### config.mk
export PLATFORM = sky130hd
export DESIGN_NAME = acc_alu
export DESIGN_NICKNAME = d
export VERILOG_FILES = /design/src/rtl/acc_alu_pkg.sv /design/src/rtl/acc_alu_arith.sv /design/src/rtl/acc_alu_logic.sv /design/src/rtl/acc_alu_flagreg.sv /design/src/rtl/acc_alu.sv
export SDC_FILE = /design/constraint.sdc
export NUM_CORES = 1
export LEC_CHECK = 0
export BUFFER_PORTS_ARGS = -buffer_cell sky130_fd_sc_hd__buf_2
export CELL_PAD_IN_SITES_DETAIL_PLACEMENT = 1
export CELL_PAD_IN_SITES_GLOBAL_PLACEMENT = 1
export CORE_ASPECT_RATIO = 0.8
export CORE_MARGIN = 2
export CORE_UTILIZATION = 35
export DETAILED_ROUTE_END_ITERATION = 10
export PLACE_DENSITY = 0.76
export SLEW_MARGIN = 30
export SYNTH_ARGS = -nofsm -noshare
export SYNTH_HDL_FRONTEND = slang
export SYNTH_SLANG_ARGS = --single-unit
### constraint.sdc
create_clock -name clk -period 10.4 [get_ports clk]
set_clock_uncertainty 0.2 [all_clocks]
set_input_delay 1.56 -clock clk [delete_from_list [all_inputs] [get_ports clk]]
set_output_delay 1.56 -clock clk [all_outputs]
set_load 0.01 [all_outputs]
### src/rtl/acc_alu_pkg.sv
// Shared definitions for the accumulator ALU: operation codes and the
// positions of the five flags inside the internal flag vector.
package acc_alu_pkg;

    typedef enum logic [3:0] {
        OP_ADD  = 4'd0,
        OP_ADDC = 4'd1,
        OP_SUB  = 4'd2,
        OP_SUBB = 4'd3,
        OP_AND  = 4'd4,
        OP_XOR  = 4'd5,
        OP_OR   = 4'd6,
        OP_CMP  = 4'd7,
        OP_INC  = 4'd8,
        OP_DEC  = 4'd9,
        OP_NOT  = 4'd10,
        OP_ROL  = 4'd11,
        OP_ROR  = 4'd12,
        OP_ROLC = 4'd13,
        OP_RORC = 4'd14,
        OP_NOP  = 4'd15
    } alu_op_e;

    // Internal five-bit flag vector indices
    localparam int FI_CY  = 0;
    localparam int FI_P   = 1;
    localparam int FI_AC  = 2;
    localparam int FI_Z   = 3;
    localparam int FI_S   = 4;
    localparam int NFLAGS = 5;

    // Positions in the packed status byte
    localparam int FB_CY  = 0;
    localparam int FB_ONE = 1;
    localparam int FB_P   = 2;
    localparam int FB_AC  = 4;
    localparam int FB_Z   = 6;
    localparam int FB_S   = 7;

endpackage

### src/rtl/acc_alu_arith.sv
// Adder path of the ALU: add, add with carry, subtract, subtract with
// borrow, compare, increment and decrement. It is built as a low half and a
// high half, so the nibble carry is available without a second adder.
// Assumes DATA_W is even. Carry out is reported as a borrow for subtraction.
module acc_alu_arith
    import acc_alu_pkg::*;
#(
    parameter int DATA_W = 8
) (
    input  alu_op_e           op,
    input  logic [DATA_W-1:0] a,
    input  logic [DATA_W-1:0] b,
    input  logic              cin,
    output logic [DATA_W-1:0] sum,
    output logic              half_c,
    output logic              cy_out
);
    localparam int LO_W = DATA_W / 2;
    localparam int HI_W = DATA_W - LO_W;

    logic [DATA_W-1:0] y;
    logic              c0;
    logic              is_sub;
    logic [LO_W:0]     lo;
    logic [HI_W:0]     hi;

    // Pick the second addend and the carry into bit 0 for each op
    always_comb begin
        y      = b;
        c0     = 1'b0;
        is_sub = 1'b0;
        case (op)
            OP_ADD:         begin y = b;  c0 = 1'b0; end
            OP_ADDC:        begin y = b;  c0 = cin;  end
            OP_SUB, OP_CMP: begin y = ~b; c0 = 1'b1; is_sub = 1'b1; end
            OP_SUBB:        begin y = ~b; c0 = ~cin; is_sub = 1'b1; end
            OP_INC:         begin y = '0; c0 = 1'b1; end
            OP_DEC:         begin y = '1; c0 = 1'b0; end
            default:        begin y = b;  c0 = 1'b0; end
        endcase
    end

    // Two-stage addition: the low half feeds its carry into the high half
    always_comb begin
        lo     = {1'b0, a[LO_W-1:0]} + {1'b0, y[LO_W-1:0]} + {{LO_W{1'b0}}, c0};
        hi     = {1'b0, a[DATA_W-1:LO_W]} + {1'b0, y[DATA_W-1:LO_W]}
                 + {{HI_W{1'b0}}, lo[LO_W]};
        sum    = {hi[HI_W-1:0], lo[LO_W-1:0]};
        half_c = lo[LO_W];
        cy_out = is_sub ? ~hi[HI_W] : hi[HI_W];
    end

endmodule

### src/rtl/acc_alu_logic.sv
// Bitwise and rotate path of the ALU. Rotates act on the accumulator operand
// only. For the through-carry forms the fill bit is the incoming carry.
// rot_cy carries the bit shifted out.
module acc_alu_logic
    import acc_alu_pkg::*;
#(
    parameter int DATA_W = 8
) (
    input  alu_op_e           op,
    input  logic [DATA_W-1:0] a,
    input  logic [DATA_W-1:0] b,
    input  logic              cin,
    output logic [DATA_W-1:0] res,
    output logic              rot_cy
);
    localparam int MSB = DATA_W - 1;

    // Select the bitwise or rotate result
    always_comb begin
        res    = a;
        rot_cy = 1'b0;
        case (op)
            OP_AND:  res = a & b;
            OP_XOR:  res = a ^ b;
            OP_OR:   res = a | b;
            OP_NOT:  res = ~a;
            OP_ROL:  begin res = {a[MSB-1:0], a[MSB]}; rot_cy = a[MSB]; end
            OP_ROR:  begin res = {a[0], a[MSB:1]};     rot_cy = a[0];   end
            OP_ROLC: begin res = {a[MSB-1:0], cin};    rot_cy = a[MSB]; end
            OP_RORC: begin res = {cin, a[MSB:1]};      rot_cy = a[0];   end
            default: begin res = a; rot_cy = 1'b0; end
        endcase
    end

endmodule

### src/rtl/acc_alu_flagreg.sv
// Five-bit flag register with a per-flag update mask. A flag loads its new
// value only when the global write enable and its own mask bit are both high.
// Reset is synchronous and active low, and clears every flag.
module acc_alu_flagreg
    import acc_alu_pkg::*;
(
    input  logic              clk,
    input  logic              rst_n,
    input  logic              we,
    input  logic [NFLAGS-1:0] mask,
    input  logic [NFLAGS-1:0] next,
    output logic [NFLAGS-1:0] q
);
    for (genvar i = 0; i < NFLAGS; i++) begin : g_flag
        // One flip-flop per flag, loaded under its mask bit
        always_ff @(posedge clk) begin
            if (!rst_n)
                q[i] <= 1'b0;
            else if (we && mask[i])
                q[i] <= next[i];
        end
    end

    // a cycle without write enable leaves every flag untouched
    p_hold_r13: assert property (@(posedge clk) disable iff (!rst_n)
        !we |=> $stable(q));

endmodule

### src/rtl/acc_alu.sv
// Top of the accumulator ALU. It decodes the op code into a datapath
// selection, a set of flags to update and the accumulator write strobe. It
// derives the flag values from the selected result and packs the registered
// flags into the status byte. Result and strobe are combinational. Only the
// flags are registered.
module acc_alu
    import acc_alu_pkg::*;
#(
    parameter int DATA_W = 8
) (
    input  logic              clk,
    input  logic              rst_n,
    input  logic [3:0]        op_i,
    input  logic [DATA_W-1:0] acc_i,
    input  logic [DATA_W-1:0] tmp_i,
    input  logic              cin_i,
    input  logic              flag_we_i,
    output logic [DATA_W-1:0] result_o,
    output logic              wr_acc_o,
    output logic [7:0]        flags_o
);
    localparam int MSB = DATA_W - 1;

    alu_op_e           op;
    logic [DATA_W-1:0] ar_sum;
    logic              ar_half;
    logic              ar_cy;
    logic [DATA_W-1:0] lg_res;
    logic              lg_cy;
    logic              use_arith;
    logic [NFLAGS-1:0] upd_mask;
    logic [NFLAGS-1:0] next_flags;
    logic [NFLAGS-1:0] flags_q;

    assign op = alu_op_e'(op_i);

    acc_alu_arith #(.DATA_W(DATA_W)) u_arith (
        .op     (op),
        .a      (acc_i),
        .b      (tmp_i),
        .cin    (cin_i),
        .sum    (ar_sum),
        .half_c (ar_half),
        .cy_out (ar_cy)
    );

    acc_alu_logic #(.DATA_W(DATA_W)) u_logic (
        .op     (op),
        .a      (acc_i),
        .b      (tmp_i),
        .cin    (cin_i),
        .res    (lg_res),
        .rot_cy (lg_cy)
    );

    // Decode: datapath select, flag update mask and write-back strobe
    always_comb begin
        use_arith = 1'b0;
        upd_mask  = '0;
        wr_acc_o  = 1'b1;
        case (op)
            OP_ADD, OP_ADDC, OP_SUB, OP_SUBB: begin
                use_arith = 1'b1;
                upd_mask  = '1;
            end
            OP_CMP: begin
                use_arith = 1'b1;
                upd_mask  = '1;
                wr_acc_o  = 1'b0;
            end
            OP_INC, OP_DEC: begin
                use_arith = 1'b1;
                upd_mask  = '1;
                upd_mask[FI_CY] = 1'b0;
            end
            OP_AND, OP_XOR, OP_OR: upd_mask = '1;
            OP_ROL, OP_ROR, OP_ROLC, OP_RORC: upd_mask[FI_CY] = 1'b1;
            OP_NOT: upd_mask = '0;
            OP_NOP: wr_acc_o = 1'b0;
            default: upd_mask = '0;
        endcase
    end

    assign result_o = use_arith ? ar_sum : lg_res;

    // Flag values computed from the selected result
    always_comb begin
        next_flags        = '0;
        next_flags[FI_S]  = result_o[MSB];
        next_flags[FI_Z]  = (result_o == '0);
        next_flags[FI_P]  = ~(^result_o);
        if (use_arith) begin
            next_flags[FI_AC] = ar_half;
            next_flags[FI_CY] = ar_cy;
        end else begin
            next_flags[FI_AC] = (op == OP_AND);
            next_flags[FI_CY] = lg_cy;
        end
    end

    acc_alu_flagreg u_flags (
        .clk   (clk),
        .rst_n (rst_n),
        .we    (flag_we_i),
        .mask  (upd_mask),
        .next  (next_flags),
        .q     (flags_q)
    );

    // Pack the status byte with its fixed filler bits
    always_comb begin
        flags_o         = 8'h00;
        flags_o[FB_S]   = flags_q[FI_S];
        flags_o[FB_Z]   = flags_q[FI_Z];
        flags_o[FB_AC]  = flags_q[FI_AC];
        flags_o[FB_P]   = flags_q[FI_P];
        flags_o[FB_ONE] = 1'b1;
        flags_o[FB_CY]  = flags_q[FI_CY];
    end

    // compare returns the plain difference and never requests write-back
    p_cmp_r11: assert property (@(posedge clk) disable iff (!rst_n)
        (op == OP_CMP) |-> (!wr_acc_o && result_o == DATA_W'(acc_i - tmp_i)));

    // zero flag follows the result that was written
    p_zero_r5: assert property (@(posedge clk) disable iff (!rst_n)
        (flag_we_i && upd_mask[FI_Z]) |=> (flags_o[FB_Z] == ($past(result_o) == '0)));

    // sign flag follows the top result bit
    p_sign_r5: assert property (@(posedge clk) disable iff (!rst_n)
        (flag_we_i && upd_mask[FI_S]) |=> (flags_o[FB_S] == $past(result_o[MSB])));

    // parity flag is high for an even count of ones
    p_parity_r6: assert property (@(posedge clk) disable iff (!rst_n)
        (flag_we_i && upd_mask[FI_P]) |=> (flags_o[FB_P] == ($countones($past(result_o)) % 2 == 0)));

    // logic ops leave the carry flag clear
    p_logic_cy_r9: assert property (@(posedge clk) disable iff (!rst_n)
        (flag_we_i && (op == OP_AND || op == OP_XOR || op == OP_OR)) |=> !flags_o[FB_CY]);

    // increment and decrement keep the previous carry
    p_keep_cy_r10: assert property (@(posedge clk) disable iff (!rst_n)
        (flag_we_i && (op == OP_INC || op == OP_DEC)) |=> $stable(flags_o[FB_CY]));

    // filler bits of the status byte never move
    p_filler_r12: assert property (@(posedge clk) disable iff (!rst_n)
        flags_o[FB_ONE] && !flags_o[3] && !flags_o[5]);

endmodule

==> results.toml, run 1 <==
[status]
status = "complete, no violations"

[logic_synthesis]
synth_warnings = 0
yosysTopAreaCell = "ha_1"
synth_area_leaders = "ha_1, a21oi_1, dfxtp_1, nand2_1, a211oi_1"
yosys.area.top_type_share_pct = 15.0
synth.avg_cell_area_um2 = 7.19
synth_area_um2 = 2160
synth_edf_count = 0
synth_flop_cell = "dfxtp_1"
synthCells = 301
ys_async_sr_fraction_pct = 0
yosysUniqueCellTypes = 67
synthTopCellsByCount = "ha_1, nand2_1, a21oi_1, inv_1, nor2_1"
yosysSeqAreaShare_pct = 4.62
ys_ff_latch = 5
yosysMostFrequentCell = "ha_1"

[clocking]
clk-insertion-delay-late_ns = 0.23
cts-resized-gates = 0
cts_setup_buffers = 0
hold_buffers = 0
tritoncts = "done"
clockRootBuffer = "clkbuf_8"
clock_sinks = 5
cts.path.max_buffers = 2
path_clk_slew_ns = 0.04
h-tree-depth = 1
cts-buffers-inserted = 3

[worst_setup_path]
cp.arrival_ns = 5.63
required_ns = 8.64
timing.rr.start = "u_flags.q[2]"
critical_path_class = "in -> out"
critical_path.startpoint_type = "input pin"
startpoint = "op_i[2]"
end_kind = "output port"
crit_path_max_fanout = 57

[cells_and_area]
finish.utilization_pct = 39.3
drive_gt1_share_pct = 17.1
nFillCells = 782
largest_reg_flops = 5
synthToLayoutAreaGrowth_pct = 7.86
final_nets = 377
multi_input_area_um2 = 1810
final_area_um2 = 2330
max_flop_register = "u_flags.q"
top_regs = "u_flags.q x5"
seq_area_um2 = 100
final_cells = 403
diodes = 0

[pwr]
p_leak_nw = 1.07
power_density_nw_per_um2 = 89.7
vdd_drop_max_uv = 37.7
p_total_uw = 209

[grt]
grt-ovfl-total = 0
track_usage_pct = 22.3
grt_pass1_vias = 2347
grt_pass1_wl_mm = 12.2
grt_max_degree = 58
antenna_found_initial = 0

[floorplan]
core.rowCount = 25
die_height_um = 74.3
dieArea_um2 = 6830
ios = 41
core_region_area_um2 = 5940
die_w_um = 91.9
initial_core_util_pct = 36.4

[sta]
worst_slack_ns = 3.01
fin_hold_ws_ns = 0.338
hold_violations = 0
slew_violations = 0
layout_min_cycle_time_ns = 7.39
rsz0062_at_grt = "no"
setup_tns_ns = 0
finalCritPeriodShare_pct = 71.0
setup_violations = 0
relSlewSlack_pct = 46.7
worst_slew_pin_slew_ns = 0.799
max_clock_freq_ghz = 0.135

[detailed_routing]
drtIter0Drc = 122
drc = 0
wirelength_mm = 7.37
ant_nets = 0
dr.pass1.iters = 4
vias = 2309
drt-vias-per-instance = 5.73
wire_per_inst_um = 18.3

[placement]
io_buffers = 37
dp_cells = 399
gp_congestion = 0.920
dpl_worst_slack_ns = 3.01
place_area_um2 = 2290
dpl.hpwl_mm = 5.58

[job]
cap_viol_max_count = 0

[worst_hold_path]
hp-class = "reg -> reg"
worstHoldStart = "u_flags.q[3]"
[cell usage in the layout (no fill, tap or decap), types with 5 or more instances in the layout]
| master | synthesis | routed |
|---|---|---|
| nor2_1 | 18 | 18 |
| a21oi_1 | 21 | 21 |
| inv_1 | 21 | 21 |
| a31oi_1 | 6 | 6 |
| o21ai_0 | 15 | 15 |
| dfxtp_1 | 5 | 5 |
| buf_2 | 6 | 37 |
| mux2i_1 | 7 | 7 |
| nand2b_1 | 10 | 10 |
| nor3_1 | 8 | 8 |
| nand3_1 | 7 | 7 |
| xnor2_1 | 5 | 5 |
| a21o_1 | 6 | 6 |
| nor2b_1 | 7 | 7 |
| a211oi_1 | 11 | 11 |
| ha_1 | 26 | 26 |
| nand2_1 | 25 | 25 |
[worst paths after layout]
path | cells after the start | slack, ns | endpoint
max | 19 | 3.01 | result_o[5]
min | 2 | 0.34 | u_flags.q[3]
max reg2reg | 3 | 9.35 | u_flags.q[2]
min reg2reg | 2 | 0.34 | u_flags.q[3]
[per-layer routing]
metal	up-vias	track usage [%]	part of all wire, %
met5	-	0	0
li1	1129	-	-
met3	12	2.74	7.2
met2	70	35.4	44
met1	1098	32.7	48
met4	0	4.98	1.5
[kinds of logic after synthesis]
kind of cell             after synthesis  synth area share [%]
AND/OR/NAND/NOR                      106                  26.5
adder cells (fa/ha/maj)               30                  18.7
multiplexers                          11                  5.32
buffers and inverters                 45                  12.1
other                                  2                 0.347
flip-flops                             5                  4.62
AO/OA/AOI/OAI                         95                  29.5
XOR/XNOR                               7                  2.83
[final cells by class]
class,count,share of cell area [%]
clock buffers,4,1.93
inverters,22,3.54
multi-input cells,252,77.3
flip-flops and latches,5,4.29
well taps,81,4.34
repair buffers,39,8.57
[report_power, final]
| part | leakage, nW | total (mW) | internal, mW | switching [mW] |
|---|---|---|---|---|
| Sequential | 0.0411 | 0.0235 | 0.0221 | 0.00138 |
| Combinational | 1.01 | 0.149 | 0.0638 | 0.0849 |
| Clock | 0.0228 | 0.0372 | 0.0264 | 0.0107 |
[worst max-delay path, cell delays in order]
cell and delay (ns):
buf_2 0.08, buf_4 0.44, nor2b_2 0.45, nor2_2 0.18
a211oi_1 0.34, fa_1 0.24, inv_1 0.06, fa_1 0.41
nor2b_1 0.13, o21a_1 0.16, nor2_1 0.06, fa_1 0.37
inv_1 0.08, fa_1 0.44, nand2b_1 0.09, a21boi_0 0.08
o21ai_0 0.22, nand3_1 0.10, buf_2 0.14
(Power assumes the default switching activity.)
==> run 2: changes to the inputs <==
==> constraint.sdc (replaced) <==
create_clock -name clk -period 7.11 [get_ports clk]
set_clock_uncertainty 0.2 [all_clocks]
set_input_delay 1.0665 -clock clk [delete_from_list [all_inputs] [get_ports clk]]
set_output_delay 1.0665 -clock clk [all_outputs]
set_load 0.01 [all_outputs]
==> run 2 against run 1 <==
Net effect: sequential share of layout area about the same; setup slack got worse by 2.0 ns; cell count increased by 0.74%; first-iteration DRC count increased by 26%; sequential power increased by 46%; die area unchanged; combinational power increased by 49%; critical endpoint unchanged.
==> results.toml, run 2 (synthesized netlist as in run 1, its figures left out) <==
[sta]
finalCritPeriodShare_pct = 86.1
layout_min_cycle_time_ns = 6.12
rsz0062_at_grt = "no"
setup_tns_ns = 0
max_clock_freq_ghz = 0.163
slew_violations = 0
hold_violations = 0
setup_violations = 0

[placement]
place_area_um2 = 2310
io_buffers = 37
gp_congestion = 0.976
dpl.hpwl_mm = 5.92

[worst_setup_path]
cp.arrival_ns = 4.85
r2r-end = "u_flags.q[2]"
r2r_slack_ns = 6.04
end_kind = "output port"
required_ns = 5.84
critical_path.startpoint_type = "input pin"
crit_path_max_fanout = 25
startpoint = "op_i[2]"
critical_path_class = "in -> out"
crit_end = "result_o[5]"
ff2ff_path_depth = 3
timing.rr.start = "u_flags.q[2]"

[grt]
grt_pass1_vias = 2242
use_met2_pct = 34.2
track_usage_pct = 22.1
grt_pass1_wl_mm = 12.0
grt-ovfl-total = 0
met3_usage_pct = 1.93
grt_util_met1_pct = 34.3
busiest_layer = "met1"
grt_max_degree = 34
antenna_found_initial = 0

[clocking]
path_clk_slew_ns = 0.04
cts-resized-gates = 0
clock_sinks = 5
cts-buffers-inserted = 3
cts.path.max_buffers = 2
hold_buffers = 0
h-tree-depth = 1
tritoncts = "done"
clk-insertion-delay-late_ns = 0.22
cts_setup_buffers = 0
clockRootBuffer = "clkbuf_8"

[floorplan]
dieArea_um2 = 6830
initial_core_util_pct = 36.4
die_w_um = 91.9
die_height_um = 74.3
ios = 41
core.rowCount = 25
core_region_area_um2 = 5940

[cells_and_area]
final_area_um2 = 2360
max_flop_register = "u_flags.q"
diodes = 0
largest_reg_flops = 5
drive_gt1_share_pct = 17.8
final_cell_mix = "buf_2, ha_1, nand2_1"
final_nets = 380
synthToLayoutAreaGrowth_pct = 8.90
top_regs = "u_flags.q x5"
final_common_cell = "buf_2"

[pwr]
p_total_uw = 309
p_comb_share_pct = 71.7
internal_power_uw = 166
p_sw_share_pct = 46.5
switchingPower_uw = 144
seqPwrFrac_pct = 11.1
vdd_drop_max_uv = 63.9
power_density_nw_per_um2 = 131
clock_power_share_pct = 17.3
p_leak_nw = 1.08

[worst_hold_path]
hp-class = "reg -> reg"
hold_depth = 2

[detailed_routing]
drc = 0
ant_nets = 0
drtIter0Drc = 154
vias = 2339
dr.pass1.iters = 4
wire_per_inst_um = 18.5
drt-vias-per-instance = 5.76
wirelength_mm = 7.52

[job]
cap_viol_max_count = 0

[status]
status = "complete, no violations"
==> run 2: cell types whose count changed in the layout (fill, tap and decap cells not counted), sizes merged <==
cell  before  now
buf       39   42
==> run 2: metrics by stage <==
| stage | cells | setup WS (ns) | hold WS (ns) | util [%] |
|---|---|---|---|---|
| 6_report | 406 | 0.989 | 0.319 | 39.7 |
| 3_3_place_gp | 402 | 1.15 | 0.296 | 38.9 |
| 5_1_grt | 406 | 0.648 | 0.359 | 39.7 |
| 4_1_cts | 406 | 0.990 | 0.321 | 39.7 |
| 3_5_place_dp | 402 | 1.03 | 0.314 | 38.9 |
| 2_1_floorplan | 302 | 1.65 | 0.334 | - |
==> run 2: critical path: stages <==
cell	delay, ns
buf_2	0.37
and2b_1	0.27
nand2b_2	0.15
a21oi_1	0.10
a211oi_1	0.31
fa_1	0.25
inv_1	0.06
fa_1	0.40
nor2b_1	0.13
o21a_1	0.16
nor2_1	0.06
fa_1	0.37
inv_1	0.08
fa_1	0.44
nand2b_1	0.09
a21boi_0	0.07
o21ai_0	0.22
nand3_1	0.10
buf_2	0.14
==> run 2: worst min path at each step <==
| stage | startpoint | endpoint |
|---|---|---|
| finish | u_flags.q[0] | u_flags.q[0] |
| global placement | u_flags.q[3] | u_flags.q[3] |
| global route | u_flags.q[3] | u_flags.q[3] |
| detailed placement | u_flags.q[3] | u_flags.q[3] |
| CTS | u_flags.q[0] | u_flags.q[0] |
| floorplan | u_flags.q[0] | u_flags.q[0] |
==> run 2: final cells by class <==
| type | count | area [um2] |
|---|---|---|
| fillers | 786 | 3590 |
| inverters | 22 | 82.6 |
| multi-input cells | 252 | 1810 |
| repair buffers | 42 | 223 |
| flip-flops and latches | 5 | 100 |
| well taps | 81 | 101 |
| clock buffers | 4 | 45.0 |
==> run 2: power groups by stage <==
stage	Sequential, mW	Clock (mW)	Combinational, mW
after floorplan	0.0366	0	0.153
after global placement	0.0343	0	0.213
after detailed placement	0.0348	0	0.218
after CTS	0.0343	0.0542	0.220
after global routing	0.0347	0.0562	0.243
final	0.0342	0.0534	0.222
==> run 2: per-layer routing <==
layer,vias up,part of all wire [%]
met5,-,0
met4,0,0.55
met3,6,5.9
met2,69,43
met1,1132,51
li1,1132,-
==> run 3: changes to the inputs <==
--- a/config.mk
+++ b/config.mk
@@ -8,7 +8,7 @@
 export BUFFER_PORTS_ARGS = -buffer_cell sky130_fd_sc_hd__buf_2
 export CELL_PAD_IN_SITES_DETAIL_PLACEMENT = 1
 export CELL_PAD_IN_SITES_GLOBAL_PLACEMENT = 1
-export CORE_ASPECT_RATIO = 0.8
+export CORE_ASPECT_RATIO = 0.6
 export CORE_MARGIN = 2
 export CORE_UTILIZATION = 35
 export DETAILED_ROUTE_END_ITERATION = 10
==> run 3 against run 2 <==
Net effect: global-route usage rose by 0.80 points; clock power rose by 1%; sequential power barely moved; count of clock-buffer cells in the layout did not move; hold slack got worse by 0.0067 ns; via count barely moved; combinational power barely moved; cell area rose by 0.16%; highest routed layer unchanged.
==> results.toml, run 3 (synthesized netlist as in run 1, its figures left out) <==
[status]
status = "complete, no violations"

[grt]
grt_pass1_wl_mm = 12.3
grt-ovfl-total = 0
grt_max_degree = 33
track_usage_pct = 22.9
antenna_found_initial = 0
grt_pass1_vias = 2309

[sta]
setup_violations = 0
max_clock_freq_ghz = 0.162
hold_violations = 0
worst_slew_pin_slew_ns = 0.605
setup_tns_ns = 0
layout_min_cycle_time_ns = 6.18
finalCritPeriodShare_pct = 86.9
relSlewSlack_pct = 59.7
rsz0062_at_grt = "no"
slew_violations = 0

[cells_and_area]
diodes = 0
nFillCells = 797
max_flop_register = "u_flags.q"
top_regs = "u_flags.q x5"
drive_gt1_share_pct = 17.8
synthToLayoutAreaGrowth_pct = 9.07
final_cells = 409
largest_reg_flops = 5
final_common_cell = "buf_2"
final_nets = 380
final_cell_mix = "buf_2, ha_1, nand2_1"

[worst_setup_path]
r2r-end = "u_flags.q[2]"
r2r_slack_ns = 6.06
critical_path_class = "in -> out"
critical_path.startpoint_type = "input pin"
timing.rr.start = "u_flags.q[2]"
ff2ff_path_depth = 3
crit_path_max_fanout = 29
cp.arrival_ns = 4.91
required_ns = 5.84
end_kind = "output port"

[clocking]
path_clk_slew_ns = 0.03
clock_sinks = 5
tritoncts = "done"
cts-resized-gates = 0
clockRootBuffer = "clkbuf_8"
cts.path.max_buffers = 2
h-tree-depth = 1
hold_buffers = 0
cts_setup_buffers = 0
cts-buffers-inserted = 3
clk-insertion-delay-late_ns = 0.23

[pwr]
vdd_drop_max_uv = 52.5
p_comb_share_pct = 71.4
switchingPower_uw = 143
power_density_nw_per_um2 = 131
clock_power_share_pct = 17.5
internal_power_uw = 165
seqPwrFrac_pct = 11.1
p_sw_share_pct = 46.4
p_leak_nw = 1.08

[floorplan]
core_region_area_um2 = 6060
die_height_um = 64.9
dieArea_um2 = 6850
core.rowCount = 22
ios = 41
initial_core_util_pct = 35.7
die_w_um = 106

[detailed_routing]
ant_nets = 0
dr.pass1.iters = 4
drc = 0
wirelength_mm = 7.58
drt-vias-per-instance = 5.71
vias = 2337
drtIter0Drc = 147
wire_per_inst_um = 18.5

[job]
cap_viol_max_count = 0

[placement]
dp_cells = 405
dpl.hpwl_mm = 6.03
gp_congestion = 0.911
io_buffers = 37

[worst_hold_path]
worstHoldStart = "u_flags.q[3]"
hp-class = "reg -> reg"
hold_path_end = "u_flags.q[3]"
hold_depth = 2
## run 3: worst max-delay path: stages
cell	delay, ns
buf_2	0.11
buf_4	0.22
and2b_1	0.26
o21a_1	0.29
nor2_1	0.08
a211oi_1	0.25
fa_1	0.26
inv_1	0.06
fa_1	0.40
nor2b_1	0.13
o21a_1	0.16
nor2_1	0.06
fa_1	0.39
inv_1	0.08
fa_1	0.44
nand2b_1	0.09
a21boi_0	0.08
o21ai_0	0.22
nand3_1	0.10
buf_2	0.14
## run 3: final cells by class
class | count | area (um2) | area share, %
flip-flops and latches | 5 | 100 | 4.24
clock buffers | 4 | 45.0 | 1.91
multi-input cells | 252 | 1810 | 76.5
inverters | 22 | 82.6 | 3.50
well taps | 84 | 105 | 4.45
repair buffers | 42 | 223 | 9.43
## run 3: worst max path at each step
stage | endpoint | start | cells past startpoint
2_1_floorplan | result_o[5] | op_i[2] | 18
3_3_place_gp | result_o[5] | op_i[2] | 20
3_5_place_dp | result_o[5] | op_i[1] | 18
4_1_cts | result_o[5] | op_i[1] | 18
5_1_grt | result_o[5] | op_i[1] | 18
6_report | result_o[5] | op_i[2] | 20
## run 3: power by group through the flow
stage | combinational [mW] | sequential (mW) | clock (mW)
floorplan | 0.153 | 0.0366 | 0
global placement | 0.213 | 0.0344 | 0
detailed placement | 0.217 | 0.0346 | 0
CTS | 0.219 | 0.0342 | 0.0550
global route | 0.244 | 0.0347 | 0.0565
finish | 0.220 | 0.0343 | 0.0541
## run 3: metal layers
| metal | track usage (%) | up-vias | wire length, um |
|---|---|---|---|
| met5 | 0 | - | 0 |
| met3 | 3.82 | 4 | 817 |
| li1 | - | 1134 | - |
| met4 | 2.96 | 0 | 48 |
| met2 | 34.6 | 90 | 3060 |
| met1 | 34.6 | 1109 | 3650 |
## run 3: through the flow
| stage | utilization, % | worst slack (ns) | hold slack (ns) | area [um2] | power (mW) |
|---|---|---|---|---|---|
| finish | 39.0 | 0.935 | 0.313 | 2360 | 0.309 |
| global route | 39.0 | 0.589 | 0.347 | 2360 | 0.335 |
| CTS | 39.0 | 0.932 | 0.314 | 2360 | 0.309 |
| detailed placement | 38.2 | 0.974 | 0.303 | 2320 | 0.251 |
| global placement | 38.2 | 1.12 | 0.297 | 2320 | 0.247 |
| floorplan | - | 1.65 | 0.334 | 2170 | 0.190 |
